`config.mk`:
```
export PLATFORM = sky130hd
export DESIGN_NAME = sdram_col_seq
export DESIGN_NICKNAME = d
export VERILOG_FILES = /design/src/rtl/sdram_seq_pkg.sv /design/src/rtl/sdram_seq_decode.sv /design/src/rtl/sdram_seq_addr.sv /design/src/rtl/sdram_col_seq.sv
export SDC_FILE = /design/constraint.sdc
export NUM_CORES = 1
export LEC_CHECK = 0
export CORE_ASPECT_RATIO = 1.1
export CORE_UTILIZATION = 40
export CTS_CLUSTER_DIAMETER = 100
export CTS_CLUSTER_SIZE = 16
export DETAILED_ROUTE_END_ITERATION = 10
export DONT_BUFFER_PORTS = 1
export MAX_ROUTING_LAYER = met4
export PLACE_DENSITY = 0.56
export SKIP_LAST_GASP = 1
export SLEW_MARGIN = 20
export SYNTH_ARGS = -nofsm -noshare
export SYNTH_HDL_FRONTEND = slang
export SYNTH_SLANG_ARGS = --single-unit
```
`constraint.sdc`:
```
create_clock -name clk -period 3.45 [get_ports clk]
set_clock_uncertainty 0.15 [all_clocks]
set_input_delay 0.345 -clock clk [delete_from_list [all_inputs] [get_ports clk]]
set_output_delay 0.345 -clock clk [all_outputs]
set_load 0.01 [all_outputs]
```
`src/rtl/sdram_seq_pkg.sv`:
```
package sdram_seq_pkg;

    typedef enum logic [1:0] {
        SQ_IDLE  = 2'd0,
        SQ_FIXED = 2'd1,
        SQ_PAGE  = 2'd2
    } sq_state_e;

    localparam logic [2:0] BLC_1    = 3'b000;
    localparam logic [2:0] BLC_2    = 3'b001;
    localparam logic [2:0] BLC_4    = 3'b010;
    localparam logic [2:0] BLC_8    = 3'b011;
    localparam logic [2:0] BLC_PAGE = 3'b111;

endpackage

```
`src/rtl/sdram_seq_decode.sv`:
```
module sdram_seq_decode #(
    parameter int COL_W = 9
) (
    input  logic [2:0]       code_i,
    input  logic             il_i,
    output logic [COL_W-1:0] mask_o,
    output logic             full_o,
    output logic             legal_o
);
    import sdram_seq_pkg::*;

    localparam logic [COL_W-1:0] ALL_ONES = {COL_W{1'b1}};

    always_comb begin
        mask_o  = '0;
        full_o  = 1'b0;
        legal_o = 1'b1;
        unique case (code_i)
            BLC_1:    mask_o = '0;
            BLC_2:    mask_o = COL_W'(1);
            BLC_4:    mask_o = COL_W'(3);
            BLC_8:    mask_o = COL_W'(7);
            BLC_PAGE: begin
                mask_o  = ALL_ONES;
                full_o  = 1'b1;
                legal_o = !il_i;
            end
            default:  legal_o = 1'b0;
        endcase
    end

endmodule

```
`src/rtl/sdram_seq_addr.sv`:
```
module sdram_seq_addr #(
    parameter int COL_W = 9
) (
    input  logic [COL_W-1:0] base_i,
    input  logic [COL_W-1:0] mask_i,
    input  logic             il_i,
    input  logic [COL_W-1:0] beat_i,
    output logic [COL_W-1:0] addr_o
);
    logic [COL_W-1:0] sum;
    logic [COL_W-1:0] seq_addr;
    logic [COL_W-1:0] xor_addr;

    always_comb begin
        sum      = base_i + beat_i;
        seq_addr = (base_i & ~mask_i) | (sum & mask_i);
        xor_addr = base_i ^ (beat_i & mask_i);
        addr_o   = il_i ? xor_addr : seq_addr;
    end

endmodule

```
`src/rtl/sdram_col_seq.sv`:
```
module sdram_col_seq #(
    parameter int COL_W = 9
) (
    input  logic             clk,
    input  logic             rst_n,
    input  logic             start_i,
    input  logic [COL_W-1:0] start_col_i,
    input  logic [2:0]       blen_i,
    input  logic             btype_i,
    input  logic             stop_i,
    output logic [COL_W-1:0] col_o,
    output logic             valid_o,
    output logic             last_o,
    output logic             err_o
);
    import sdram_seq_pkg::*;

    sq_state_e        state_q, state_d;
    logic [COL_W-1:0] base_q, base_d;
    logic [COL_W-1:0] mask_q, mask_d;
    logic             il_q, il_d;
    logic [COL_W-1:0] beat_q, beat_d;
    logic [COL_W-1:0] col_q, col_d;
    logic             last_q, last_d;
    logic             err_q, err_d;

    logic [COL_W-1:0] dec_mask;
    logic             dec_full;
    logic             dec_legal;
    logic [COL_W-1:0] beat_inc;
    logic [COL_W-1:0] adv_col;

    sdram_seq_decode #(.COL_W(COL_W)) decode_i (
        .code_i  (blen_i),
        .il_i    (btype_i),
        .mask_o  (dec_mask),
        .full_o  (dec_full),
        .legal_o (dec_legal)
    );

    assign beat_inc = beat_q + COL_W'(1);

    sdram_seq_addr #(.COL_W(COL_W)) addr_i (
        .base_i (base_q),
        .mask_i (mask_q),
        .il_i   (il_q),
        .beat_i (beat_inc),
        .addr_o (adv_col)
    );

    // next-state and next-output logic
    always_comb begin
        state_d = state_q;
        base_d  = base_q;
        mask_d  = mask_q;
        il_d    = il_q;
        beat_d  = beat_q;
        col_d   = col_q;
        last_d  = 1'b0;
        err_d   = 1'b0;
        if (start_i) begin
            if (dec_legal) begin
                // LAUNCH
                state_d = dec_full ? SQ_PAGE : SQ_FIXED;
                base_d  = start_col_i;
                mask_d  = dec_mask;
                il_d    = btype_i;
                beat_d  = '0;
                col_d   = start_col_i;
                last_d  = !dec_full && (dec_mask == '0);
            end else begin
                // REJECT
                state_d = SQ_IDLE;
                err_d   = 1'b1;
            end
        end else if (stop_i) begin
            // ABORT
            state_d = SQ_IDLE;
        end else begin
            unique case (state_q)
                SQ_IDLE: state_d = SQ_IDLE;
                SQ_FIXED: begin
                    if (last_q) begin
                        // FINISH
                        state_d = SQ_IDLE;
                    end else begin
                        // ADVANCE
                        beat_d = beat_inc;
                        col_d  = adv_col;
                        last_d = (beat_inc == mask_q);
                    end
                end
                SQ_PAGE: begin
                    // ADVANCE
                    beat_d = beat_inc;
                    col_d  = adv_col;
                end
                default: state_d = SQ_IDLE;
            endcase
        end
    end

    // state register
    always_ff @(posedge clk or negedge rst_n) begin
        if (!rst_n) begin
            state_q <= SQ_IDLE;
            base_q  <= '0;
            mask_q  <= '0;
            il_q    <= 1'b0;
            beat_q  <= '0;
        end else begin
            state_q <= state_d;
            base_q  <= base_d;
            mask_q  <= mask_d;
            il_q    <= il_d;
            beat_q  <= beat_d;
        end
    end

    // output register
    always_ff @(posedge clk or negedge rst_n) begin
        if (!rst_n) begin
            col_q  <= '0;
            last_q <= 1'b0;
            err_q  <= 1'b0;
        end else begin
            col_q  <= col_d;
            last_q <= last_d;
            err_q  <= err_d;
        end
    end

    assign col_o   = col_q;
    assign valid_o = (state_q != SQ_IDLE);
    assign last_o  = last_q;
    assign err_o   = err_q;

endmodule

```
## Word-level counts from Yosys, hierarchy flattened

Cells that the tools add are included.

- Register bits after elaboration: 41
- Word-level logic and storage cells: 66

- Reductions and logical operators: 11
- Add/sub/neg operators: 2
- Multiplexer cells: 27
- Bitwise gates (word level): 6
- Eq/ne operators: 12

Operators by type and width:

| kind | count |
|---|---|
| 9-bit two-way mux | 9 |
| 9-bit one-hot mux with 2 select lines | 2 |
| 9-bit one-hot mux with 4 select lines | 1 |
| 9-bit AND | 3 |
| 2-bit two-way mux | 5 |
| 9-bit by 1-bit adder with 9-bit output, second input constant | 1 |
| 9-bit adder | 1 |
| 9-bit == test | 1 |
| 9-bit logical NOT | 1 |
| 9-bit inverter | 1 |
| 9-bit bitwise OR | 1 |
| 9-bit bitwise XOR | 1 |
| 1-bit two-way mux | 8 |
| 3-bit by 2-bit == test with 1-bit output, second input constant | 2 |
| 3-bit != test, second input constant | 2 |
| 4-bit != test, second input constant | 1 |
| 2-bit one-hot mux with 2 select lines | 1 |
| 2-bit AND reduction | 2 |
| 4-bit AND reduction | 1 |
| 4-bit OR reduction | 1 |
| 3-bit by 1-bit == test with 1-bit output, second input constant | 1 |
| 3-bit == test, second input constant | 1 |
| 3-bit logical NOT | 1 |
| 3-bit nonzero test | 1 |
| 8 further kinds | 9 |

## Depth between registers and ports, before layout

- Depth after elaboration: 9
- Mapped depth: 11
- Mapped depth without buffers: 11

## Modules after synthesis

A second synthesis with hierarchy kept.

- Cells, all modules: 298
- Area total of the unflattened synthesis: 2,807.7 um2

Modules (own cells, without submodules):

| module | sequential area each (um2) | cells each | instances | area an instance (um2) |
|---|---|---|---|---|
| sdram_col_seq | 1,026.0 | 189 | 1 | 2,067.0 |
| sdram_seq_addr | 0.0 | 95 | 1 | 646.9 |
| sdram_seq_decode | 0.0 | 14 | 1 | 93.8 |

## Least setup slack after synthesis

No wires, ideal clock.

- Path kind: register to register
- Start point: register beat_q[2]
- End point: register col_q[8] (netlist: col_o[8])
- Cell stages (with the launch flop): 11
- Arrival: 2.472 ns
- Path slack: 0.757 ns
- Clock period less this slack: 2.693 ns
- Data required time: 3.229 ns
- Setup time: 0.071 ns
- Buffers on the path: 0
- Cell sequence: dfrtp_1 > and3_1 > and3_1 > xor2_1 > ha_1 > o211a_1 > o31a_1 > o41ai_4 > mux2i_1 > or3_1 > nand4_1

- Longest elaborated chain between the ends: 9

RTL lines:

| element | RTL line | text |
|---|---|---|
| start, declared | sdram_col_seq.sv:22 | `logic [COL_W-1:0] beat_q, beat_d;` |
| start signal, assigned | sdram_col_seq.sv:116 | `beat_q <= beat_d;` |
| 9-bit by 1-bit adder with 9-bit output (*) | sdram_col_seq.sv:41 | `assign beat_inc = beat_q + COL_W'(1);` |
| 9-bit adder | sdram_seq_addr.sv:15 | `sum = base_i + beat_i;` |
| 9-bit AND | sdram_seq_addr.sv:16 | `seq_addr = (base_i & ~mask_i) \| (sum & mask_i);` |
| 9-bit bitwise OR | sdram_seq_addr.sv:16 |  |
| 9-bit two-way mux (*) | sdram_seq_addr.sv:18 | `addr_o = il_i ? xor_addr : seq_addr;` |
| 9-bit two-way mux | sdram_col_seq.sv:83 | `if (last_q) begin` |
| 9-bit one-hot mux with 2 select lines (*) | sdram_col_seq.sv:80 | `unique case (state_q)` |
| 9-bit two-way mux (*) | sdram_col_seq.sv:76 | `end else if (stop_i) begin` |
| 9-bit two-way mux (*) | sdram_col_seq.sv:61 | `if (start_i) begin` |
| end signal, assigned | sdram_col_seq.sv:127 | `col_q <= col_d;` |
| end, declared | sdram_col_seq.sv:23 | `logic [COL_W-1:0] col_q, col_d;` |

Every way passes the cells marked *; elsewhere a longest branch is shown, timed or not. The select of a mux whose other input is x is not followed.
A chain may end at the register's enable or synchronous reset.

## Worst setup path in the final report

Ends and elaborated chain as after synthesis.

==> impl_metrics.tcl <==
set metrics [dict create \
    dieArea_mm2 0.00631 \
    setup_viol 0 \
    grt_max_degree 37 \
    worstMarginPinSlew_ps 455 \
    power_leakage_nw 1.26 \
    r2r_slack_ps 500 \
    cts_tree "built" \
    core_mm2 0.00577 \
    wl_per_cell_um 16.6 \
    syn_inst 270 \
    num_vias 2008 \
    wirelength_mm 5.94 \
    crit_arrival_ps 3030 \
    clock-sinks 36 \
    seq_power_share_pct 45.1 \
    antenna_left 0 \
    yosys_most_used_dff "dfrtp_1" \
    drive_above_1_share_pct 7.47 \
    switching_power_mw 0.341 \
    max_clock_freq_ghz 0.339 \
    synthesis.nets 307 \
    grt_first_pass_wirelength_mm 9.83 \
    synth_edf_count 0 \
    critPathMaxFanout 7 \
    area_delta_synth_final_pct 11.9 \
    pwr-share-clk_pct 35.1 \
    postCtsSetupRepairBufs 0 \
    period_needed_ps 2950 \
    cp-end-kind "register" \
    crit_type "reg -> reg" \
    antenna_found_initial 0 \
    vias_per_cell 5.61 \
    p_comb_share_pct 19.8 \
    synth.distinct_cells 42 \
    clkTransAtPathRegs_ps 70 \
    intPower_mw 0.827 \
    drc 0 \
    relSlewSlack_pct 69.3 \
    fin_nets 317 \
    rr_startpoint "beat_q[2]" \
    finalInstanceArea_mm2 0.00269 \
    yosysWarnings 0 \
    r2r_cells 10 \
    start_kind "register" \
    synth-async-reset-ratio_pct 100 \
    std_cell_rows 29 \
    grt_pass1_vias 1971 \
    avgSynthCellArea_um2 8.89 \
    clock_path_buffers 2 \
    ioPinCount 29 \
    yosys.area.top_type "dfrtp_1" \
    netlist.area_leader.share_pct 37.5 \
    cp-endpoint "col_o[8]" \
    switching_share_pct 29.2 \
    ys_seq_area_share_pct 37.5 \
    synth-seq-cells 36 \
    yosysMostFrequentCell "nand2_1" \
    diodes 0 \
    gp_congestion 0.821 \
    synthTopCellsByArea "dfrtp_1 38%, ha_1 9.9%, nand2_1 6.7%" \
    hpwl_mm 4.42 \
    hold_path_class "in -> reg" \
    start_util_pct 41.6 \
    p_per_area_mw_per_mm2 435 \
    drv_slew 0 \
    min_period_over_period_pct 85.6 \
    cts-root-buf "clkbuf_8" \
    rsz0062_at_grt "no" \
    numCtsBuffers 5 \
    first_pass_iters 4 \
    synth_common_cells "43 x nand2_1, 36 x dfrtp_1, 24 x o21ai_0" \
    gr-total-overflow 0 \
    port_buffers 0 \
    timing.rr.end "col_o[8]" \
    clock_latency_ps 280 \
    outcome "finished clean" \
    dr.first_iter.drc_count 111 \
    dpl_cell_area_mm2 0.00253 \
    cts-htree-levels 2 \
    chipHeight_um 83.2 \
    hold_viol 0 \
    finalSetupTns_ps 0 \
    track_usage_pct 21.5 \
    final_util_pct 46.6 \
    ir_drop_v 0.000207 \
    dieWidth_um 75.9 \
    power_mw 1.17 \
    synth_area_mm2 0.00240 \
    cap_violations 0 \
    critPathLaunch "beat_q[2]" \
    cp.required_ps 3520 \
]
[power groups by stage]
| stage | Combinational (mW) | Clock, mW | Sequential (mW) |
|---|---|---|---|
| 3_3_place_gp | 0.219 | 0 | 0.535 |
| 2_1_floorplan | 0.177 | 0 | 0.519 |
| 3_5_place_dp | 0.219 | 0 | 0.537 |
| 5_1_grt | 0.264 | 0.438 | 0.536 |
| 4_1_cts | 0.235 | 0.421 | 0.528 |
| 6_report | 0.231 | 0.410 | 0.527 |
[worst min path at each step]
stage               startpoint        end  slack [ps]  cells after the start
CTS                  blen_i[1]     last_o           3                      1
floorplan                rst_n  base_q[0]        -100                      0
detailed placement       rst_n  base_q[8]        -100                      0
finish               blen_i[1]     last_o           8                      1
global route         blen_i[1]     last_o           4                      1
global placement         rst_n  base_q[8]        -100                      0
[cell families (layout without fill, tap and decap cells)]
kind of cell | Yosys count | count (layout) | synth area share [%]
xor gates and xnor gates | 15 | 15 | 5.47
AOI/OAI and AO/OA | 77 | 77 | 21.5
muxes | 3 | 3 | 1.25
and+or+nand+nor | 103 | 103 | 21.0
buffers and inverters | 16 | 27 | 2.50
adders and majority gates | 20 | 20 | 10.7
DFF | 36 | 36 | 37.5
[critical path, stage by stage (launching register included)]
cell	delay, ps
dfrtp_1	460
and3_1	210
and3_1	230
xor2_1	250
ha_1	350
o211a_1	160
o31a_1	150
o41ai_4	340
mux2i_1	130
or3_1	370
nand4_1	80
[timing repair]
item	in CTS	in global routing
endpoints found under the hold margin	36	0
hold buffers	2	0
gates resized for setup	0	0
[cell type report]
class,count,area [µm²]
clock buffer,7,96.3
tap,77,96.3
inverter,9,33.8
clock inverter,1,30.0
multi-input combinational,218,1440
sequential,36,901
timing repair buffer,10,90.1
fill,557,3080
[stage by stage]
step	worst slack, ps	std cells	hold slack (ps)
3_5_place_dp	490	348	-99.7
2_1_floorplan	757	270	-101
5_1_grt	286	358	4.35
6_report	496	358	8.02
4_1_cts	489	358	2.70
3_3_place_gp	581	348	-99.4
[sequential cells by signal, summed over array words and instances, names as in the netlist]
signal / flops
base_q: 9
beat_q: 9
col_o: 9
err_o: 1
il_q: 1
last_o: 1
mask_q: 4
state_q: 2
[routing by layer]
layer  up-vias  global-route usage [%]  part of all wire (%)
li1        997                       -                     -
met1       956                    28.0                    45
met2        47                    33.7                    49
met3         8                    3.52                   3.8
met4         0                    6.73                   1.9
met5         -                       -                     0
[layout by cell type (no fill, tap or decap), types with 5 or more instances in the layout]
master and n:
a211oi_1 7, a21oi_1 18, a22o_1 6, buf_4 8, clkbuf_8 7, dfrtp_1 36, ha_1 19, inv_1 9
nand2_1 43, nand2b_1 5, nand3_1 6, nor2_1 15, nor2b_1 5, nor3_1 7, o21ai_0 24, xnor2_1 11
Note: power is estimated with default switching activity, not from simulation.
